[src/rtl/spwm_pkg.sv]
// Shared helpers for the phase-resuming sinusoidal PWM generator.
// Assumes: quarter tables are small enough for 64-bit integer arithmetic.
package spwm_pkg;

    // Rational sine approximation for the centre of quarter slot k of n,
    // scaled to the full code range of a w-bit duty value.
    function automatic longint unsigned sine_code(input int unsigned k,
                                                  input int unsigned n,
                                                  input int unsigned w);
        longint unsigned x, p, a, num, den;
        x   = 2 * longint'(k) + 1;
        p   = 4 * longint'(n);
        a   = x * (p - x);
        num = 16 * a;
        den = 5 * p * p - 4 * a;
        return (((longint'(1) << w) - 1) * num) / den;
    endfunction

endpackage

[src/rtl/spwm_zc_timer.sv]
// Phase timer: restarts on every zero-crossing edge, counts clocks since the
// last edge with saturation, and turns the count into a half-cycle step.
// Assumes: zc_i is already synchronous to clk.
module spwm_zc_timer #(
    parameter int STEP_CLKS = 64,
    parameter int HSTEPS    = 8
) (
    input  logic                          clk,
    input  logic                          rst_n,
    input  logic                          zc_i,
    output logic [$clog2(HSTEPS)-1:0]     start_j_o
);
    localparam int TMAX = HSTEPS * STEP_CLKS;
    localparam int TW   = $clog2(TMAX + 1);
    localparam int JW   = $clog2(HSTEPS);

    logic          zc_q;
    logic [TW-1:0] timer_q;
    logic          edge_w;
    logic [TW-1:0] quot_w;

    assign edge_w = zc_i ^ zc_q;

    // Track the previous zero-crossing level and the elapsed time.
    always_ff @(posedge clk) begin
        if (!rst_n) begin
            zc_q    <= 1'b0;
            timer_q <= '0;
        end else begin
            zc_q <= zc_i;
            if (edge_w)
                timer_q <= '0;
            else if (timer_q != TW'(TMAX))
                timer_q <= timer_q + 1'b1;
        end
    end

    // Map elapsed time to a step, clamped to the last step of a half.
    always_comb begin
        quot_w = timer_q / TW'(STEP_CLKS);
        if (quot_w >= TW'(HSTEPS))
            start_j_o = JW'(HSTEPS - 1);
        else
            start_j_o = JW'(quot_w);
    end

    p_zc_restart_r5: assert property (@(posedge clk) disable iff (!rst_n)
        edge_w |=> (timer_q == '0));

    p_timer_ceiling_r5: assert property (@(posedge clk) disable iff (!rst_n)
        timer_q <= TW'(TMAX));

    p_start_range_r6: assert property (@(posedge clk) disable iff (!rst_n)
        start_j_o < JW'(HSTEPS - 1) || start_j_o == JW'(HSTEPS - 1));

endmodule

[src/rtl/spwm_sine_rom.sv]
// Quarter-wave sine table, filled at elaboration from the package formula.
// Assumes: QTR_N >= 2.
module spwm_sine_rom #(
    parameter int DUTY_W = 10,
    parameter int QTR_N  = 10
) (
    input  logic [$clog2(QTR_N)-1:0] addr_i,
    output logic [DUTY_W-1:0]        duty_o
);
    logic [DUTY_W-1:0] tab_w [QTR_N];

    // One constant entry per quarter slot.
    for (genvar k = 0; k < QTR_N; k++) begin : g_tab
        assign tab_w[k] = DUTY_W'(spwm_pkg::sine_code(k, QTR_N, DUTY_W));
    end

    assign duty_o = tab_w[addr_i];

endmodule

[src/rtl/spwm_stepper.sv]
// Switching-period sawtooth, half-cycle step sequencer with trim, and the
// duty register that loads only at period boundaries.
// Assumes: QTR_N >= 2, TICK_DIV >= 1.
module spwm_stepper #(
    parameter int DUTY_W   = 10,
    parameter int QTR_N    = 10,
    parameter int TICK_DIV = 20
) (
    input  logic                          clk,
    input  logic                          rst_n,
    input  logic                          en_i,
    input  logic                          zc_i,
    input  logic [1:0]                    trim_i,
    input  logic [$clog2(2*QTR_N)-1:0]    start_j_i,
    input  logic [DUTY_W-1:0]             duty_i,
    output logic [$clog2(QTR_N)-1:0]      addr_o,
    output logic                          active_o,
    output logic                          neg_o,
    output logic [DUTY_W-1:0]             cnt_o,
    output logic [DUTY_W-1:0]             duty_o
);
    localparam int HSTEPS = 2 * QTR_N;
    localparam int JW     = $clog2(HSTEPS);
    localparam int QAW    = $clog2(QTR_N);
    localparam int TKW    = $clog2(TICK_DIV + 1);
    localparam logic [DUTY_W-1:0] CNT_LAST = '1;
    localparam logic [JW-1:0]     J_LAST   = JW'(HSTEPS - 1);

    logic              active_q, neg_q, held_q;
    logic [JW-1:0]     j_q;
    logic [DUTY_W-1:0] cnt_q, duty_q;
    logic [TKW-1:0]    tick_q;

    logic              tick_w, pend_w, adv_w, ret_w;
    logic              neg_n, held_n;
    logic [JW-1:0]     j_n;

    assign tick_w = (tick_q == TKW'(TICK_DIV - 1));
    assign pend_w = active_q && tick_w && (cnt_q == CNT_LAST);
    assign adv_w  = !trim_i[1] && trim_i[0];
    assign ret_w  = trim_i[1];

    // Choose the step and polarity for the coming period.
    always_comb begin
        j_n    = j_q;
        neg_n  = neg_q;
        held_n = held_q;
        if (!active_q) begin
            j_n    = start_j_i;
            neg_n  = zc_i;
            held_n = 1'b0;
        end else if (pend_w) begin
            if (j_q == J_LAST) begin
                if (!neg_q) begin
                    neg_n = 1'b1;
                    j_n   = '0;
                end else if (ret_w && !held_q) begin
                    held_n = 1'b1;
                end else begin
                    neg_n  = 1'b0;
                    held_n = 1'b0;
                    j_n    = adv_w ? JW'(1) : '0;
                end
            end else begin
                j_n = j_q + 1'b1;
            end
        end
    end

    // Mirror the half-cycle step onto the quarter table.
    always_comb begin
        if (j_n < JW'(QTR_N))
            addr_o = QAW'(j_n);
        else
            addr_o = QAW'(J_LAST - j_n);
    end

    // Run state, sawtooth and duty register.
    always_ff @(posedge clk) begin
        if (!rst_n) begin
            active_q <= 1'b0;
            neg_q    <= 1'b0;
            held_q   <= 1'b0;
            j_q      <= '0;
            cnt_q    <= '0;
            tick_q   <= '0;
            duty_q   <= '0;
        end else if (!en_i) begin
            active_q <= 1'b0;
            cnt_q    <= '0;
            tick_q   <= '0;
        end else begin
            active_q <= 1'b1;
            if (!active_q) begin
                cnt_q  <= '0;
                tick_q <= '0;
                j_q    <= j_n;
                neg_q  <= neg_n;
                held_q <= held_n;
                duty_q <= duty_i;
            end else begin
                tick_q <= tick_w ? '0 : tick_q + 1'b1;
                if (tick_w)
                    cnt_q <= cnt_q + 1'b1;
                if (pend_w) begin
                    j_q    <= j_n;
                    neg_q  <= neg_n;
                    held_q <= held_n;
                    duty_q <= duty_i;
                end
            end
        end
    end

    assign active_o = active_q;
    assign neg_o    = neg_q;
    assign cnt_o    = cnt_q;
    assign duty_o   = duty_q;

    p_duty_hold_r8: assert property (@(posedge clk) disable iff (!rst_n)
        (active_q && !pend_w) |=> $stable(duty_q));

    p_step_adv_r7: assert property (@(posedge clk) disable iff (!rst_n)
        (pend_w && en_i && j_q != J_LAST) |=> (j_q == JW'($past(j_q) + 1'b1)));

    p_half_flip_r7: assert property (@(posedge clk) disable iff (!rst_n)
        (pend_w && en_i && j_q == J_LAST && !neg_q) |=> (neg_q && j_q == '0));

    p_step_range_r3: assert property (@(posedge clk) disable iff (!rst_n)
        j_q <= J_LAST);

endmodule

[src/rtl/phase_resume_spwm.sv]
// Top: sinusoidal PWM gate commands for a full-bridge inverter that resume
// at the mains phase estimated from the last zero crossing.
// Assumes: zc_i and trim_i are synchronous to clk; dead time is added later.
module phase_resume_spwm #(
    parameter int DUTY_W   = 10,
    parameter int QTR_N    = 10,
    parameter int TICK_DIV = 20
) (
    input  logic       clk,
    input  logic       rst_n,
    input  logic       en_i,
    input  logic       zc_i,
    input  logic [1:0] trim_i,
    output logic       gate_pos_o,
    output logic       gate_neg_o
);
    localparam int HSTEPS    = 2 * QTR_N;
    localparam int STEP_CLKS = (1 << DUTY_W) * TICK_DIV;
    localparam int JW        = $clog2(HSTEPS);
    localparam int QAW       = $clog2(QTR_N);

    logic [JW-1:0]     start_j_w;
    logic [QAW-1:0]    addr_w;
    logic [DUTY_W-1:0] rom_duty_w, duty_w, cnt_w;
    logic              active_w, neg_w, on_w;

    spwm_zc_timer #(
        .STEP_CLKS (STEP_CLKS),
        .HSTEPS    (HSTEPS)
    ) i_timer (
        .clk       (clk),
        .rst_n     (rst_n),
        .zc_i      (zc_i),
        .start_j_o (start_j_w)
    );

    spwm_sine_rom #(
        .DUTY_W (DUTY_W),
        .QTR_N  (QTR_N)
    ) i_rom (
        .addr_i (addr_w),
        .duty_o (rom_duty_w)
    );

    spwm_stepper #(
        .DUTY_W   (DUTY_W),
        .QTR_N    (QTR_N),
        .TICK_DIV (TICK_DIV)
    ) i_step (
        .clk       (clk),
        .rst_n     (rst_n),
        .en_i      (en_i),
        .zc_i      (zc_i),
        .trim_i    (trim_i),
        .start_j_i (start_j_w),
        .duty_i    (rom_duty_w),
        .addr_o    (addr_w),
        .active_o  (active_w),
        .neg_o     (neg_w),
        .cnt_o     (cnt_w),
        .duty_o    (duty_w)
    );

    // Comparator: pulse from sawtooth restart until it reaches the duty.
    always_comb begin
        on_w       = active_w && (cnt_w < duty_w);
        gate_pos_o = on_w && !neg_w;
        gate_neg_o = on_w && neg_w;
    end

    p_excl_r4: assert property (@(posedge clk) disable iff (!rst_n)
        !(gate_pos_o && gate_neg_o));

    p_idle_off_r11: assert property (@(posedge clk) disable iff (!rst_n)
        !en_i |=> (!gate_pos_o && !gate_neg_o));

    p_reset_quiet_r1: assert property (@(posedge clk)
        !rst_n |=> (!gate_pos_o && !gate_neg_o));

endmodule

[config.mk]
export PLATFORM = sky130hd
export DESIGN_NAME = phase_resume_spwm
export DESIGN_NICKNAME = d
export VERILOG_FILES = /design/src/rtl/spwm_pkg.sv /design/src/rtl/spwm_zc_timer.sv /design/src/rtl/spwm_sine_rom.sv /design/src/rtl/spwm_stepper.sv /design/src/rtl/phase_resume_spwm.sv
export SDC_FILE = /design/constraint.sdc
export NUM_CORES = 1
export LEC_CHECK = 0
export BUFFER_PORTS_ARGS = -buffer_cell sky130_fd_sc_hd__buf_4
export CAP_MARGIN = 20
export CORE_MARGIN = 3
export CORE_UTILIZATION = 35
export DETAILED_ROUTE_END_ITERATION = 8
export MAX_ROUTING_LAYER = met4
export PLACE_DENSITY = 0.6
export SLEW_MARGIN = 20
export SYNTH_ARGS = -nofsm -noshare
export SYNTH_HDL_FRONTEND = slang
export SYNTH_SLANG_ARGS = --single-unit
[constraint.sdc]
create_clock -name clk -period 9.3 [get_ports clk]
set_input_delay 2.325 -clock clk [delete_from_list [all_inputs] [get_ports clk]]
set_output_delay 2.325 -clock clk [all_outputs]
set_load 0.005 [all_outputs]
==> results of run 1 <==
[layout by cell type, fill, tap and decap left out, types with 2 or more instances in the layout]
cell / instances
nor4bb_1: 2
o21ai_0: 21
a31oi_1: 2
xor2_1: 16
and3_1: 7
o21ai_1: 2
nand3_1: 17
a21oi_1: 17
nor2_1: 48
buf_4: 8
nand4_1: 3
ha_1: 19
a211oi_1: 5
a21boi_0: 5
or3_1: 5
and2_1: 7
nand4b_1: 3
and4_1: 5
nor2b_1: 4
nand2b_1: 5
mux2i_1: 9
nor3_1: 10
o31ai_1: 4
nand2_1: 33
nand3b_1: 3
nor3b_1: 3
inv_1: 20
dfxtp_1: 53
xnor2_1: 13
clkbuf_8: 7
a21o_1: 4
a211o_1: 2
nor4_1: 4
[synthesized netlist by cell type, drive strengths merged, types with 5 or more instances]
cell / instances / area [um2]
a211oi: 5 / 37.5
a21boi: 5 / 37.5
a21oi: 18 / 93.8
and2: 8 / 50.1
and3: 7 / 43.8
and4: 6 / 55.1
buf: 11 / 75.1
clkbuf: 9 / 33.8
dfxtp: 53 / 1060
ha: 19 / 238
inv: 20 / 75.1
mux2i: 9 / 90.1
nand2: 33 / 124
nand2b: 6 / 40.0
nand3: 18 / 95.1
nor2: 48 / 180
nor3: 10 / 50.1
o21ai: 24 / 124
o31ai: 5 / 51.3
or3: 5 / 31.3
xnor2: 14 / 141
xor2: 16 / 140
[registers in the layout, indices dropped and copies added, names as in the netlist]
name and count:
i_timer.timer_q 19, i_step.neg_o 1, i_step.cnt_o 10, i_step.active_o 1, i_step.j_q 5, i_step.duty_o 10, i_step.tick_q 5, i_timer.zc_q 1
i_step.held_q 1
[kinds of logic (layout without fill, tap and decap cells)]
family / count (synthesis) / count (layout) / synth area share (%)
fa+ha+maj: 19 / 19 / 7.15
flops: 53 / 53 / 31.9
compound gates: 82 / 82 / 17.7
xor+xnor: 30 / 30 / 8.47
mux: 10 / 10 / 3.05
buf+inv: 40 / 36 / 5.53
simple gates: 167 / 167 / 26.1
[power breakdown]
group	switching [uW]	internal (uW)	total, uW
Sequential	5.49	232	238
Combinational	25.7	19.1	44.8
Clock	78.4	67.5	146
[how the worst max path moves through the flow]
stage | slack (ns) | from | end
floorplan | 5.02 | trim_i[1] | i_step.duty_o[3]
global placement | 4.70 | trim_i[1] | i_step.duty_o[0]
detailed placement | 4.59 | trim_i[1] | i_step.duty_o[0]
CTS | 4.67 | i_step.duty_o[1] | gate_neg_o
global route | 4.45 | i_step.duty_o[1] | gate_neg_o
finish | 4.70 | i_step.duty_o[1] | gate_neg_o
[area by class of cell]
cell class | instances | area [um2]
clock buffers | 7 | 96.3
multi-input cells | 308 | 2080
inverters | 20 | 75.1
well taps | 126 | 158
fillers | 921 | 5440
clock inverters | 1 | 5.00
repair buffers | 8 | 60.1
flip-flops and latches | 53 | 1060
[worst max-delay path: cells and delay by family, from the launching register on]
family,cells,cell delay [ns]
flip-flops,1,0.35
AO/OA/AOI/OAI,7,1.08
adder cells (fa/ha/maj),1,0.28
buffers and inverters,2,0.19
AND/OR/NAND/NOR,1,0.06
[metal layers]
metal  global-route usage [%]  wire [um]  vias to the layer above
met3                     3.15        165                        6
met4                     4.48        102                        0
met1                     20.0       3610                     1223
met5                        -          0                        -
li1                         -          -                     1405
met2                     21.6       3010                       29
[per-stage QoR]
step,std cells,setup WS [ns]
2_1_floorplan,401,5.02
3_3_place_gp,515,4.70
3_5_place_dp,515,4.59
4_1_cts,523,4.67
5_1_grt,523,4.45
6_report,523,4.70
==> results.cfg, run 1 <==
[outcome]
outcome = finished, final reports clean

[power]
p_total_uw = 429
powerDensity_nw_per_um2 = 121
leakagePower_uw = 0.00125
irDropWorstVdd_v = 0.0000777

[clock_network]
clkSinkCount = 53
post_cts.repair.setup_buffers = 0
h-tree-depth = 2
cts_inserted_buffers = 5
cts_buffer_depth = 2
cts-root-buf = clkbuf_8
post_cts_resized = 0
cts_tree = done
path_clk_slew_ns = 0.10
worstSkewPairLatency_ns = 0.31
holdBufCountCts = 0

[finish]
final_core_util_pct = 39.4
drive_gt1_share_pct = 7.30
n_antenna_cell = 0
layout.nets = 421
finalInstanceArea_um2 = 3530
synthToLayoutAreaGrowth_pct = 6.33

[detailed_routing]
routed-via-count = 2663
vias_per_cell = 5.09
drc_errors = 0
avgRoutedWirePerCell_um = 13.2
wl_um = 6880
firstDrtPassIters = 4
dr.first_iter.drc_count = 115
ant_nets = 0

[grt]
grt_max_degree = 22
globalRouteOverflowTotal = 0
grt_pass1_vias = 2512
antenna_found_initial = 0
grt_pass1_wl_um = 12100
grt_use_total_pct = 14.6

[worst_setup_path]
r2r_cells = 12
worstPathCellList = inv_1 -> ha_1 -> a21o_1 -> a21o_1 -> a21o_1 -> a21oi_1 -> nor2b_1 -> o21ai_0 -> a21oi_1 -> o21ai_0 -> buf_4
crit_path_end_kind = primary output
cpMostUsedCell = a21o_1
r2r_start = i_timer.timer_q[17]
cp_slowest_cell = dfxtp_1
max_stage_delay_ns = 0.35
reg2reg_slack_ns = 5.63
cp_max_fo = 2
critical_path_class = reg2out
cp.required_ns = 6.98
cp.arrival_ns = 2.27
critPathLaunchType = flip-flop
r2r-end = i_step.duty_o[0]

[place]
dpl.hpwl_um = 4910
io_buffers = 7
dpl-instance-area_um2 = 3430
place_congestion = 0.879

[flow_run]
cap_violations = 0

[hold_path]
whs_path_depth = 1
whs_endpoint = i_step.tick_q[0]
hold_path.class = reg2reg
hold_start = i_step.tick_q[0]

[die]
die_area_um2 = 10700
die_w_um = 103
rows = 34
die-height_um = 103
io_pins = 8
initial_core_util_pct = 37.0
coreArea_um2 = 8980

[timing]
rsz0062_at_grt = no
timing.hold.ws_ns = 0.461
finalSetupTns_ns = 0
slew_viol_final = 0
finalCritPeriodShare_pct = 49.4
hold_violations = 0
fmax_ghz = 0.218
skew_ns = 0.00747
setup-violations-final = 0
fin_crit_ns = 4.60
slew_headroom_pct = 41.4
tightest_slew_ns = 0.876

[synthesis]
ys_seq_elements = 53
syn-num-nets = 426
synth.distinct_cells = 66
seq_area_frac_synth_pct = 31.9
syn_inst = 401
synth_edf_count = 0
synthArstFlopShare_pct = 0
synth_warnings = 0
ys.flop_type = dfxtp_1
syn-cell-area_um2 = 3320
avgSynthCellArea_um2 = 8.29
No activity file was read; power rests on OpenSTA's default activity.
==> inputs of run 2 (changes only) <==
PLACE_DENSITY = 0.61   (was 0.6)
clock period = 3.7 ns   (was 9.3 ns; I/O delays follow)
==> run 2 against run 1 <==
Effect of this change: combinational power grew to 2.6 times the previous value; flip-flop and latch count stayed put; die area stayed put; non-clock buffer count is 7 higher; first-iteration DRC count is 31% lower; routed wire length is 3.6% higher; critical path depth stayed put; clock power is 140% higher; via count is 2.5% higher.
==> results.cfg, run 2 (same netlist as run 1, synthesis figures left out) <==
[detailed_routing]
drc_errors = 0
dr.first_iter.drc_count = 79
ant_nets = 0
firstDrtPassIters = 4
avgRoutedWirePerCell_um = 13.5
wl_um = 7130
vias_per_cell = 5.15
routed-via-count = 2730

[timing]
slew_headroom_pct = 58.6
rsz0062_at_grt = no
finalSetupTns_ns = 0
skew_ns = 0.0131
slew_viol_final = 0
hold_violations = 0
fmax_ghz = 0.301
tightest_slew_ns = 0.620
setup-violations-final = 0
finalCritPeriodShare_pct = 89.7
fin_crit_ns = 3.32

[finish]
final_core_util_pct = 39.8
layout.nets = 428
n_antenna_cell = 0
drive_gt1_share_pct = 8.91
fillers = 904
fin_cells = 530
layout_commonest_cell = dfxtp_1
largest_register_ffs = 19
largest-register = i_timer.timer_q
final_cell_mix = 53 x dfxtp_1, 48 x nor2_1, 33 x nand2_1
finalInstanceArea_um2 = 3570
synthToLayoutAreaGrowth_pct = 7.57

[worst_setup_path]
cp_num_buf_inv = 1
cp_slowest_cell = dfxtp_1
max_stage_delay_ns = 0.62
worstPathCellList = nor2b_1 -> mux2i_1 -> o21ai_1 -> a211oi_1 -> a21oi_2 -> o31ai_4 -> xnor2_4 -> inv_1 -> ha_1 -> a211oi_1 -> o31ai_1
cp_num_cells = 11
critical_path_class = reg2reg
crit_path_end_kind = flip-flop
cp.arrival_ns = 3.54
critPathLaunchType = flip-flop
cp.required_ns = 3.92
critPathTopFamily = compound AO/OA/AOI/OAI gates
cpMostUsedCell = a211oi_1
r2r_cells = 11
cp_max_fo = 14

[grt]
grt_pass1_vias = 2569
antenna_found_initial = 0
grt_pass1_wl_um = 12600
globalRouteOverflowTotal = 0
grt_use_total_pct = 15.3
grt_max_degree = 22

[clock_network]
cts_tree = done
holdBufCountCts = 0
h-tree-depth = 2
clkSinkCount = 53
post_cts_resized = 0
cts_buffer_depth = 2
post_cts.repair.setup_buffers = 0
worstSkewPairLatency_ns = 0.32
cts_inserted_buffers = 5
path_clk_slew_ns = 0.11
cts-root-buf = clkbuf_8

[place]
io_buffers = 7
place_congestion = 0.858
place_inst = 522
dpl-instance-area_um2 = 3480
dpl.hpwl_um = 5180

[die]
die_area_um2 = 10700
die_w_um = 103
coreArea_um2 = 8980
rows = 34
initial_core_util_pct = 37.0
io_pins = 8
die-height_um = 103

[power]
irDropWorstVdd_v = 0.000153
powerDensity_nw_per_um2 = 297
leakagePower_uw = 0.00128
p_total_uw = 1060

[flow_run]
cap_violations = 0

[hold_path]
whs_path_depth = 1
hold_path.class = reg2reg

[outcome]
outcome = finished, final reports clean
## run 2: cell types whose count changed in the layout (fill, tap and decap cells not counted)
cell / previous run / this run
inv_6: 0 / 1
buf_4: 8 / 15
clkinvlp_4: 0 / 1
clkbuf_8: 7 / 5
## run 2: worst paths after layout
check / start / end / slack, ns
max: i_timer.timer_q[17] / i_step.duty_o[4] / 0.38
min: i_step.tick_q[0] / i_step.tick_q[0] / 0.47
max reg2reg: i_timer.timer_q[17] / i_step.duty_o[4] / 0.38
min reg2reg: i_step.tick_q[0] / i_step.tick_q[0] / 0.47
## run 2: per-layer routing
layer  part of all wire, %  track usage (%)  vias to the layer above
met5                     0                -                        -
met4                  0.59             3.29                        0
met3                   2.7             2.62                        5
met1                    50             20.7                     1277
met2                    47             23.9                       27
li1                      -                -                     1421
## run 2: layout make-up
type                       instances  area [um2]  area share [%]
clock buffer                       5        68.8            1.93
inverter                          20        75.1            2.10
sequential                        53        1060            29.7
clock inverter                     3        21.3           0.595
multi-input combinational        308        2080            58.1
timing repair buffer              15         113            3.15
tap                              126         158            4.41
## run 2: metrics by stage
step                setup WS (ns)  hold slack [ns]
global placement            0.487            0.453
floorplan                   0.625            0.432
detailed placement          0.399            0.457
CTS                         0.360            0.473
global route               0.0550            0.500
finish                      0.381            0.465
## run 2: power breakdown
group          internal (uW)  total [uW]  leakage (uW)  switching [uW]
Combinational           50.6         118      0.000804            67.4
Sequential               584         597      0.000430            13.2
Clock                    135         347     0.0000445             212
